$ cat src/rtl/spf_pkg.sv
// Package: shared types for the stop-mode supply supervisor.
// Assumes: nothing beyond a two-bit state encoding.
package spf_pkg;
    typedef enum logic [1:0] {
        ST_RUN   = 2'd0,
        ST_STOP  = 2'd1,
        ST_REARM = 2'd2,
        ST_RESET = 2'd3
    } spf_state_e;
endpackage

$ cat src/rtl/spf_wake_timer.sv
// Module: spf_wake_timer
// Captures a reload value when the CPU enters the halt state and counts it
// down by one on each slow tick while halted. It gives a one-cycle expire
// pulse on the tick that uses up the count.
// Assumes: tick_i is a single-cycle synchronous pulse; load_i and run_i are
// never both 1.
module spf_wake_timer #(
    parameter int TMR_W = 16
) (
    input  logic             clk,
    input  logic             rst_n,
    input  logic             load_i,
    input  logic             run_i,
    input  logic             tick_i,
    input  logic [TMR_W-1:0] reload_i,
    input  logic             en_i,
    output logic             expire_o
);
    localparam logic [TMR_W-1:0] ONE = TMR_W'(1);

    logic [TMR_W-1:0] cnt_q;
    logic             armed_q;
    logic             step;

    // step: a tick that applies to a running, armed count
    assign step     = run_i && armed_q && tick_i;
    assign expire_o = step && (cnt_q == ONE);

    // counter: capture at halt entry, count down on ticks, disarm at expiry
    always_ff @(posedge clk) begin
        if (!rst_n) begin
            cnt_q   <= '0;
            armed_q <= 1'b0;
        end else if (load_i) begin
            cnt_q   <= reload_i;
            armed_q <= en_i && (reload_i != '0);
        end else if (step) begin
            cnt_q <= cnt_q - ONE;
            if (cnt_q == ONE) begin
                armed_q <= 1'b0;
            end
        end
    end

    AST_TMR_ARMED_NONZERO: assert property (@(posedge clk) disable iff (!rst_n)
        armed_q |-> (cnt_q != '0));
    AST_TMR_HOLD_NO_TICK: assert property (@(posedge clk) disable iff (!rst_n)
        (armed_q && !tick_i && !load_i) |=> $stable(cnt_q));
endmodule

$ cat src/rtl/spf_warn_filter.sv
// Module: spf_warn_filter
// Qualifies the warning comparator. hit_o is 1 once the sense input has been
// 1 for FILT_CYC consecutive cycles with the monitor enabled. It stays 1
// while the condition holds.
// Assumes: FILT_CYC >= 1; sense_i is already synchronous to clk.
module spf_warn_filter #(
    parameter int FILT_CYC = 4
) (
    input  logic clk,
    input  logic rst_n,
    input  logic sense_i,
    input  logic en_i,
    output logic hit_o
);
    localparam int            CW   = $clog2(FILT_CYC + 1);
    localparam logic [CW-1:0] LAST = CW'(FILT_CYC - 1);

    logic [CW-1:0] cnt_q;
    logic          live;

    assign live  = sense_i && en_i;
    assign hit_o = live && (cnt_q == LAST);

    // run length: count consecutive live cycles, saturate at LAST
    always_ff @(posedge clk) begin
        if (!rst_n) begin
            cnt_q <= '0;
        end else if (!live) begin
            cnt_q <= '0;
        end else if (cnt_q != LAST) begin
            cnt_q <= cnt_q + CW'(1);
        end
    end

    AST_FILT_NO_OVERFLOW: assert property (@(posedge clk) disable iff (!rst_n)
        cnt_q <= LAST);

    generate
        if (FILT_CYC > 1) begin : g_multi
            AST_FILT_NO_SHORT: assert property (@(posedge clk) disable iff (!rst_n)
                hit_o |-> $past(live));
        end
    endgenerate
endmodule

$ cat src/rtl/spf_ctrl.sv
// Module: spf_ctrl
// Power-state sequencer: run, halt, re-arm and reset. It also holds the
// monitor-disable bit and the sticky power-fail flag, and derives the monitor
// enable.
// Assumes: warn_hit_i comes from a filter gated by mon_en_o; supply flags
// are synchronous; REARM_CYC >= 1.
module spf_ctrl
    import spf_pkg::*;
#(
    parameter int N_IRQ     = 4,
    parameter int REARM_CYC = 2
) (
    input  logic             clk,
    input  logic             rst_n,
    input  logic             stop_req,
    input  logic [N_IRQ-1:0] ext_irq,
    input  logic             tmr_expire_i,
    input  logic             warn_hit_i,
    input  logic             below_warn,
    input  logic             below_rst,
    input  logic             below_por,
    input  logic             mon_dis_we,
    input  logic             mon_dis_d,
    input  logic             flag_clr,
    output logic             mon_en_o,
    output logic             tmr_load_o,
    output logic             tmr_run_o,
    output logic             pf_flag_o,
    output logic             cpu_run_o,
    output logic             cpu_rst_o
);
    localparam int             RCW   = $clog2(REARM_CYC + 1);
    localparam logic [RCW-1:0] RLAST = RCW'(REARM_CYC - 1);

    spf_state_e     st_q, st_d;
    logic [RCW-1:0] rc_q;
    logic           dis_q;
    logic           flag_q;
    logic           warn_set;
    logic           rst_lvl;
    logic           wake_evt;

    // monitor is off only while halted with the disable bit set
    assign mon_en_o   = (st_q != ST_STOP) || !dis_q;
    assign rst_lvl    = below_rst && mon_en_o;
    assign wake_evt   = (|ext_irq) || tmr_expire_i;
    assign tmr_run_o  = (st_q == ST_STOP);
    assign cpu_run_o  = (st_q == ST_RUN);
    assign cpu_rst_o  = (st_q == ST_RESET);
    assign pf_flag_o  = flag_q;

    // next state: supply conditions first, then wake and stop requests
    always_comb begin
        st_d       = st_q;
        warn_set   = 1'b0;
        tmr_load_o = 1'b0;
        case (st_q)
            ST_RUN: begin
                if (rst_lvl) begin
                    st_d = ST_RESET;
                end else begin
                    warn_set = warn_hit_i;
                    if (stop_req) begin
                        st_d       = ST_STOP;
                        tmr_load_o = 1'b1;
                    end
                end
            end
            ST_STOP: begin
                if (rst_lvl) begin
                    st_d = ST_RESET;
                end else if (warn_hit_i) begin
                    warn_set = 1'b1;
                    st_d     = ST_REARM;
                end else if (wake_evt) begin
                    st_d = ST_REARM;
                end
            end
            ST_REARM: begin
                if (below_rst) begin
                    st_d = ST_RESET;
                end else if (rc_q == RLAST) begin
                    st_d     = ST_RUN;
                    warn_set = below_warn;
                end
            end
            default: begin
                if (!below_rst && !below_por) begin
                    st_d = ST_RUN;
                end
            end
        endcase
        if (below_por) begin
            st_d     = ST_RESET;
            warn_set = 1'b0;
        end
    end

    // state register
    always_ff @(posedge clk) begin
        if (!rst_n) begin
            st_q <= ST_RUN;
        end else begin
            st_q <= st_d;
        end
    end

    // re-arm dwell counter: counts cycles spent in the re-arm phase
    always_ff @(posedge clk) begin
        if (!rst_n || st_q != ST_REARM) begin
            rc_q <= '0;
        end else if (rc_q != RLAST) begin
            rc_q <= rc_q + RCW'(1);
        end
    end

    // monitor-disable bit: resets to 1, written by software strobe
    always_ff @(posedge clk) begin
        if (!rst_n) begin
            dis_q <= 1'b1;
        end else if (mon_dis_we) begin
            dis_q <= mon_dis_d;
        end
    end

    // power-fail flag: set beats write-1-to-clear
    always_ff @(posedge clk) begin
        if (!rst_n) begin
            flag_q <= 1'b0;
        end else if (warn_set) begin
            flag_q <= 1'b1;
        end else if (flag_clr) begin
            flag_q <= 1'b0;
        end
    end

    AST_STOP_NOT_DIRECT_RUN: assert property (@(posedge clk) disable iff (!rst_n)
        (st_q == ST_STOP) |=> (st_q != ST_RUN));
    AST_POR_FORCES_RESET: assert property (@(posedge clk) disable iff (!rst_n)
        below_por |=> cpu_rst_o);
    AST_REARM_IGNORES_STOP: assert property (@(posedge clk) disable iff (!rst_n)
        (st_q == ST_REARM) |=> (st_q != ST_STOP));
    AST_FLAG_STICKY: assert property (@(posedge clk) disable iff (!rst_n)
        (flag_q && !flag_clr) |=> flag_q);
    AST_DIS_STOP_QUIET: assert property (@(posedge clk) disable iff (!rst_n)
        (st_q == ST_STOP && !mon_en_o && !below_por) |=> !cpu_rst_o);
    AST_RESET_WINS_WARN: assert property (@(posedge clk) disable iff (!rst_n)
        (rst_lvl && !flag_q && st_q != ST_REARM) |=> !flag_q);
endmodule

$ cat src/rtl/stop_pf_supervisor.sv
// Module: stop_pf_supervisor (top)
// Stop-mode supply supervisor: wake timer, warning filter and power-state
// sequencer connected together.
// Assumes: all inputs synchronous to clk; tick_8k is one cycle wide.
module stop_pf_supervisor #(
    parameter int TMR_W     = 16,
    parameter int N_IRQ     = 4,
    parameter int FILT_CYC  = 4,
    parameter int REARM_CYC = 2
) (
    input  logic             clk,
    input  logic             rst_n,
    input  logic             tick_8k,
    input  logic             stop_req,
    input  logic [N_IRQ-1:0] ext_irq,
    input  logic [TMR_W-1:0] wake_reload,
    input  logic             wake_en,
    input  logic             mon_dis_we,
    input  logic             mon_dis_d,
    input  logic             below_warn,
    input  logic             below_rst,
    input  logic             below_por,
    input  logic             pf_flag_clr,
    output logic             cpu_run,
    output logic             mon_en,
    output logic             pf_flag,
    output logic             cpu_rst
);
    logic tmr_load;
    logic tmr_run;
    logic tmr_expire;
    logic warn_hit;

    spf_wake_timer #(.TMR_W(TMR_W)) i_timer (
        .clk      (clk),
        .rst_n    (rst_n),
        .load_i   (tmr_load),
        .run_i    (tmr_run),
        .tick_i   (tick_8k),
        .reload_i (wake_reload),
        .en_i     (wake_en),
        .expire_o (tmr_expire)
    );

    spf_warn_filter #(.FILT_CYC(FILT_CYC)) i_filter (
        .clk     (clk),
        .rst_n   (rst_n),
        .sense_i (below_warn),
        .en_i    (mon_en),
        .hit_o   (warn_hit)
    );

    spf_ctrl #(.N_IRQ(N_IRQ), .REARM_CYC(REARM_CYC)) i_ctrl (
        .clk          (clk),
        .rst_n        (rst_n),
        .stop_req     (stop_req),
        .ext_irq      (ext_irq),
        .tmr_expire_i (tmr_expire),
        .warn_hit_i   (warn_hit),
        .below_warn   (below_warn),
        .below_rst    (below_rst),
        .below_por    (below_por),
        .mon_dis_we   (mon_dis_we),
        .mon_dis_d    (mon_dis_d),
        .flag_clr     (pf_flag_clr),
        .mon_en_o     (mon_en),
        .tmr_load_o   (tmr_load),
        .tmr_run_o    (tmr_run),
        .pf_flag_o    (pf_flag),
        .cpu_run_o    (cpu_run),
        .cpu_rst_o    (cpu_rst)
    );
endmodule

$ cat config.mk
export PLATFORM = sky130hd
export DESIGN_NAME = stop_pf_supervisor
export DESIGN_NICKNAME = d
export VERILOG_FILES = /design/src/rtl/spf_pkg.sv /design/src/rtl/spf_wake_timer.sv /design/src/rtl/spf_warn_filter.sv /design/src/rtl/spf_ctrl.sv /design/src/rtl/stop_pf_supervisor.sv
export SDC_FILE = /design/constraint.sdc
export NUM_CORES = 1
export LEC_CHECK = 0
export BUFFER_PORTS_ARGS = -buffer_cell sky130_fd_sc_hd__buf_4
export CAP_MARGIN = 20
export CORE_ASPECT_RATIO = 1.75
export CORE_UTILIZATION = 57
export DETAILED_ROUTE_END_ITERATION = 8
export GPL_ROUTABILITY_DRIVEN = 0
export GPL_TIMING_DRIVEN = 0
export PLACE_DENSITY = 0.84
export SETUP_SLACK_MARGIN = 0.15
export SYNTH_ARGS = -nofsm -noshare
export SYNTH_HDL_FRONTEND = slang
export SYNTH_HIERARCHICAL = 1
export SYNTH_SLANG_ARGS = --single-unit
$ cat constraint.sdc
create_clock -name clk -period 4.8 [get_ports clk]
set_input_delay 0 -clock clk [delete_from_list [all_inputs] [get_ports clk]]
set_output_delay 0 -clock clk [all_outputs]
set_load 0.01 [all_outputs]
== Word level (Yosys, flattened, before mapping) ==
Cells that the tools add are included.
Storage, ports and cells
  register bits: 26
  bits of input ports: 31
  output and inout port bits: 4
  word-level logic and storage cells: 75
Operators by class
  add/sub/neg operators: 3
  equal/unequal tests: 13
  multiplexer cells: 27
  reductions and logical operators: 25
Operators with widths (count)
  $mux 16: 2
  $mux 2: 9
  $eq 16x1->1 const B: 1
  $reduce_bool 16->1: 1
  $sub 16x1->16 const B: 1
  $mux 1: 14
  $logic_and 1x1->1: 8
  $ne 4x3->1 const B: 2
  $pmux 2 s3: 1
  $reduce_bool 2->1: 3
  $ne 5x2->1 const B: 1
  $reduce_bool 5->1: 1
  $eq 2x1->1 const B: 2
  $eq 2x2->1 const B: 2
  $logic_not 1->1: 4
  $ne 2x1->1 const B: 2
  $reduce_and 2->1: 2
  $reduce_and 4->1: 1
  $reduce_or 4->1: 1
  $add 3x1->3 const B: 1
  $eq 3x2->1 const B: 1
  $logic_or 1x1->1: 3
  $ne 3x2->1 const B: 1
  $pmux 1 s3: 1
  other kinds (3): 3

== Logic depth before layout (Yosys ltp) ==
  depth in word-level cells: 10
  depth in mapped cells: 7
  depth with buffers taken out: 7

== Hierarchy ==
The synthesis kept the hierarchy.
Modules (own cells, without submodules)
  spf_wake_timer: instances 1, cells an instance 119, area each 987.2 um^2, seq. area each 340.3 um^2
  spf_ctrl: instances 1, cells an instance 40, area each 349.1 um^2, seq. area each 120.1 um^2
  spf_warn_filter: instances 1, cells an instance 14, area each 141.4 um^2, seq. area each 60.1 um^2

== Worst setup path before layout ==
No wires, ideal clock.
  kind: flip-flop to flip-flop
  start point: reg i_ctrl.st_q[0]
  end point: reg i_timer.cnt_q[14]
  setup time: 74 ps
  arrival: 1487 ps
  data required time: 4726 ps
  setup slack: 3239 ps
  stages on the path, launching flop included: 7
  buffers on the path: 1
  period minus slack after synthesis: 1561 ps
  cells stage by stage: dfxtp_1 nor2b_4 and4_1 clkbuf_2 nand3_1 or3_1 a31oi_1
Between the ends
  elaborated cells between the ends (all ways): 11
  classes of those cells: eq/ne: 2; mux: 3; reduce/logical: 6
RTL lines
  from (decl): line spf_ctrl.sv:35  | spf_state_e st_q, st_d;
  from (signal assigned): line spf_ctrl.sv:104  | st_q <= st_d;
  $eq 2x1->1: line spf_ctrl.sv:47  | assign tmr_run_o = (st_q == ST_STOP);
  net tmr_run: line stop_pf_supervisor.sv:30  | logic tmr_run;
  $logic_and 1x1->1 (2 in a row): line spf_wake_timer.sv:26  | assign step = run_i && armed_q && tick_i;
  $reduce_bool 2->1 (no source line)
  to (signal assigned): line spf_wake_timer.sv:35  | cnt_q <= reload_i;
  to (signal assigned): line spf_wake_timer.sv:38  | cnt_q <= cnt_q - ONE;
  to (decl): line spf_wake_timer.sv:21  | logic [TMR_W-1:0] cnt_q;
The timed path passes the listed nets, and every way through them passes these cells.
A chain may end at the register's enable or synchronous reset.

== Worst setup path after layout ==
  start point: reg i_ctrl.st_q[1]
  end point: reg i_timer.cnt_q[4]
Between the ends
  word-level cells in the longest chain between the ends: 6
  elaborated cells between the ends (all ways): 11
  classes of those cells: eq/ne: 2; mux: 3; reduce/logical: 6
Ends and longest elaborated chain
  $ne 2x1->1: line spf_ctrl.sv:44  | assign mon_en_o = (st_q != ST_STOP) || !dis_q;
  $logic_or 1x1->1: line spf_ctrl.sv:44
  $logic_and 1x1->1: line spf_ctrl.sv:45  | assign rst_lvl = below_rst && mon_en_o;
  $mux 1: line spf_ctrl.sv:59  | if (rst_lvl) begin
  $mux 1 (*): line spf_ctrl.sv:57  | case (st_q)
  net tmr_load: line stop_pf_supervisor.sv:29  | logic tmr_load;
  $mux 16 or $reduce_bool 2->1 (tied branches)
The timed path passes the listed nets; every way through them passes the cells marked *.

==> impl_metrics.csv <==
group,metric,value,unit
finish,drive_gt1_frac,0.2233,
sta,period_needed,2.003,ns
clock_tree,cts-root-buf,"clkbuf_8",
worst_setup_path,end_kind,"flip-flop",
sta,rsz0062_at_grt,"false",
flow_run,drv_cap,0,
sta,tightest_slew,0.4856,ns
routing,maxUsedRoutingLayer,"met4",
clock_tree,cts.htree.levels,1,
routing,ant_nets,0,
logic_synthesis,avgSynthCellArea,8.541,µm²
clock_tree,tritoncts,"yes",
routing,num_vias,1515,
worst_setup_path,critPathMaxStageDelay,0.42,ns
worst_setup_path,critPathMaxFanout,10,
pwr,intPower,0.0003860,W
finish,final_util,0.7622,
routing,viasPerCell,6.286,
clock_tree,postCtsSetupRepairBufs,0,
pwr,p_per_area,276.6,nW/µm²
logic_synthesis,syn_area,1478,µm²
run_status,status,"finished clean",
global_routing,grt.overflow.total,0,
logic_synthesis,yosysTopAreaCell,"dfxtp_1",
sta,timing.hold.ws,0.003011,ns
worst_setup_path,worst-setup-path-type,"flip-flop to flip-flop",
clock_tree,clk_pin_slew,0.09,ns
clock_tree,cts.sinks,26,
logic_synthesis,synth_cells,173,
sta,fin_setup_tns,0,ns
clock_tree,cts_buffer_depth,2,
floorplanning,die_x,40.49,µm
sta,fin_skew,0.001503,ns
worst_setup_path,cp_cell_sequence,"nor4b_1, clkbuf_1, inv_1, clkbuf_1, o21ai_0, a21oi_1",
logic_synthesis,yosysUniqueCellTypes,46,
clock_tree,hold_buffers,4,
sta,fmax,499.3,MHz
worst_setup_path,crit_slowest_cell,"clkbuf_1",
routing,wl,3.998,mm
pwr,totalPowerFinal,0.0005191,W
routing,met3_length,179,µm
pwr,combPwrFrac,0.183,
logic_synthesis,syn_nets,209,
logic_synthesis,yosysTopAreaCellShare,0.3522,
global_routing,grt_max_degree,16,
global_routing,grt_pass1_wl,6.292,mm
floorplanning,ios,35,
floorplanning,start_util,0.6001,
routing,drt_iter0_markers,81,
pwr,netSwitchingFraction,0.2565,
sta,setup_viol,0,
finish,syn_to_final_growth,27.01,%
pwr,p_seq_frac,0.463,
logic_synthesis,synth_area_leaders,"dfxtp_1 (35%), o21ai_0 (6.1%), xor2_1 (5.3%)",
global_routing,gr-usage-all-layers,0.3148,
routing,wl_met1,1.443,mm
sta,fin_crit_sh,0.4172,
logic_synthesis,seq_area_frac_synth,0.3522,
placed_design,portBuffers,34,
logic_synthesis,synth_flop_cell,"dfxtp_1",
floorplanning,die_area,2808,µm²
worst_setup_path,crit_buf_inv,3,
logic_synthesis,yosysWarnings,6,
sta,hold_violations,0,
routing,dr_wl_met2,2.353,mm
global_routing,antenna_found_initial,0,
routing,wl_per_cell,16.59,µm
pwr,switchingPower,0.0001332,W
pwr,pwr-share-clk,0.354,
floorplanning,core,2462,µm²
worst_setup_path,start_kind,"flip-flop",
placed_design,hpwl,2.964,mm
floorplanning,die_y,69.36,µm
clock_tree,numCtsBuffers,3,
pwr,power.leakage,0.7455,nW
worst_setup_path,r2r_slack,2.80,ns
worst_setup_path,crit_family,"buffers and inverters",
worst_setup_path,arrival,2.15,ns
finish,num-nets-final,252,
sta,maxSlewViolCount,0,
finish,antenna_cells,0,
sta,slew_headroom,0.6751,
clock_tree,ctsResizeCount,0,
routing,drc,0,
logic_synthesis,synth-edff-count,0,
logic_synthesis,ys_ff_latch,26,
logic_synthesis,synthArstFlopShare,0,
clock_tree,clock_latency,0.27,ns
worst_setup_path,crit_path_frequent_cell,"clkbuf_1",
floorplanning,rows,24,
global_routing,grt_pass1_vias,1548,
min_path,hold_path.class,"input port to flip-flop",
pwr,ir_worst_vdd,0.0002038,V
worst_setup_path,required,4.95,ns
routing,dr.pass1.iters,4,
-- per-stage QoR --
stage	area, µm²	std cells	worst slack, ns
global placement	1765	233	2.877
detailed placement	1765	233	2.857
CTS	1877	241	2.826
floorplan	1478	173	3.239
finish	1877	241	2.797
global route	1877	241	2.599
-- layout by cell type (no fill, tap or decap), drive strengths merged, types with 2 or more instances in the layout --
master / netlist / layout
a211oi: 2 / 2
a21boi: 2 / 2
a21oi: 10 / 10
a31oi: 5 / 5
and2: 3 / 3
and3: 2 / 2
buf: 1 / 35
clkbuf: 4 / 7
dfxtp: 26 / 26
dlygate4sd3: 0 / 4
ha: 5 / 5
inv: 6 / 6
mux2i: 2 / 2
nand2: 11 / 11
nand3: 6 / 6
nand3b: 4 / 4
nand4: 5 / 5
nor2: 13 / 13
nor2b: 4 / 4
nor3: 6 / 6
nor3b: 3 / 3
nor4: 6 / 6
o21ai: 18 / 18
or3: 3 / 3
xnor2: 4 / 4
xor2: 9 / 9
-- final timing paths --
path,from,to,depth (start not counted)
min reg2reg,i_filter/cnt_q[2]$_SDFFE_PN0P_,i_filter/cnt_q[2]$_SDFFE_PN0P_,2
max,i_ctrl/st_q[1]$_SDFFE_PN0P_,i_timer/cnt_q[4]$_SDFFE_PN0P_,6
max reg2reg,i_ctrl/st_q[1]$_SDFFE_PN0P_,i_timer/cnt_q[4]$_SDFFE_PN0P_,6
min,wake_reload[5],i_timer/cnt_q[5]$_SDFFE_PN0P_,3
-- power by group through the flow --
stage | Combinational (W) | Sequential [W] | Clock (W)
2_1_floorplan | 0.0000516 | 0.000242 | 0
3_5_place_dp | 0.0000901 | 0.000245 | 0
4_1_cts | 0.0000940 | 0.000240 | 0.000186
5_1_grt | 0.000104 | 0.000242 | 0.000194
3_3_place_gp | 0.0000856 | 0.000244 | 0
6_report | 0.0000951 | 0.000241 | 0.000184
-- cells in the mapped netlist, drive strengths merged (4+ instances only) --
| cell | count |
|---|---|
| xor2 | 9 |
| o21ai | 18 |
| xnor2 | 4 |
| nand3 | 6 |
| dfxtp | 26 |
| nor3 | 6 |
| nor4 | 6 |
| clkbuf | 4 |
| nand3b | 4 |
| nor2 | 13 |
| a31oi | 5 |
| ha | 5 |
| inv | 6 |
| nor2b | 4 |
| a21oi | 10 |
| nand2 | 11 |
| nand4 | 5 |
-- metal layers --
layer	global-route usage	vias to the layer above
met5	0	-
met4	0.1074	0
met3	0.02885	2
met2	0.6049	57
met1	0.3008	731
li1	-	725
-- kinds of logic after synthesis --
kind of cell	after synthesis	share of synthesized area
buf+inv	11	0.02878
fa+ha+maj	5	0.04234
xor+xnor	13	0.07705
compound gates	44	0.1812
flops	26	0.3522
mux	2	0.01355
simple gates	72	0.3048
-- registers in the layout (all words and copies together), names as in the netlist --
signal	flops
i_timer/armed_q	1
i_ctrl/rc_q	2
i_filter/cnt_q	3
i_timer/cnt_q	16
i_ctrl/st_q	2
i_ctrl/dis_q	1
i_ctrl/pf_flag_o	1
-- final cells by class --
cell class / instances / area [µm²]
clock inverters: 1 / 30.03
clock buffers: 3 / 41.29
flip-flops and latches: 26 / 520.5
fillers: 193 / 585.6
inverters: 6 / 22.52
multi-input cells: 136 / 914.6
repair buffers: 38 / 295.3
well taps: 26 / 32.53
plain buffers: 5 / 20.02
-- worst register-to-register path, cell delays in order, from the launching register on --
cell,delay (ns)
dfxtp_1,0.40
nor4b_1,0.30
clkbuf_1,0.42
inv_1,0.22
clkbuf_1,0.24
o21ai_0,0.24
a21oi_1,0.06
Power figures use the tool's default switching activity.
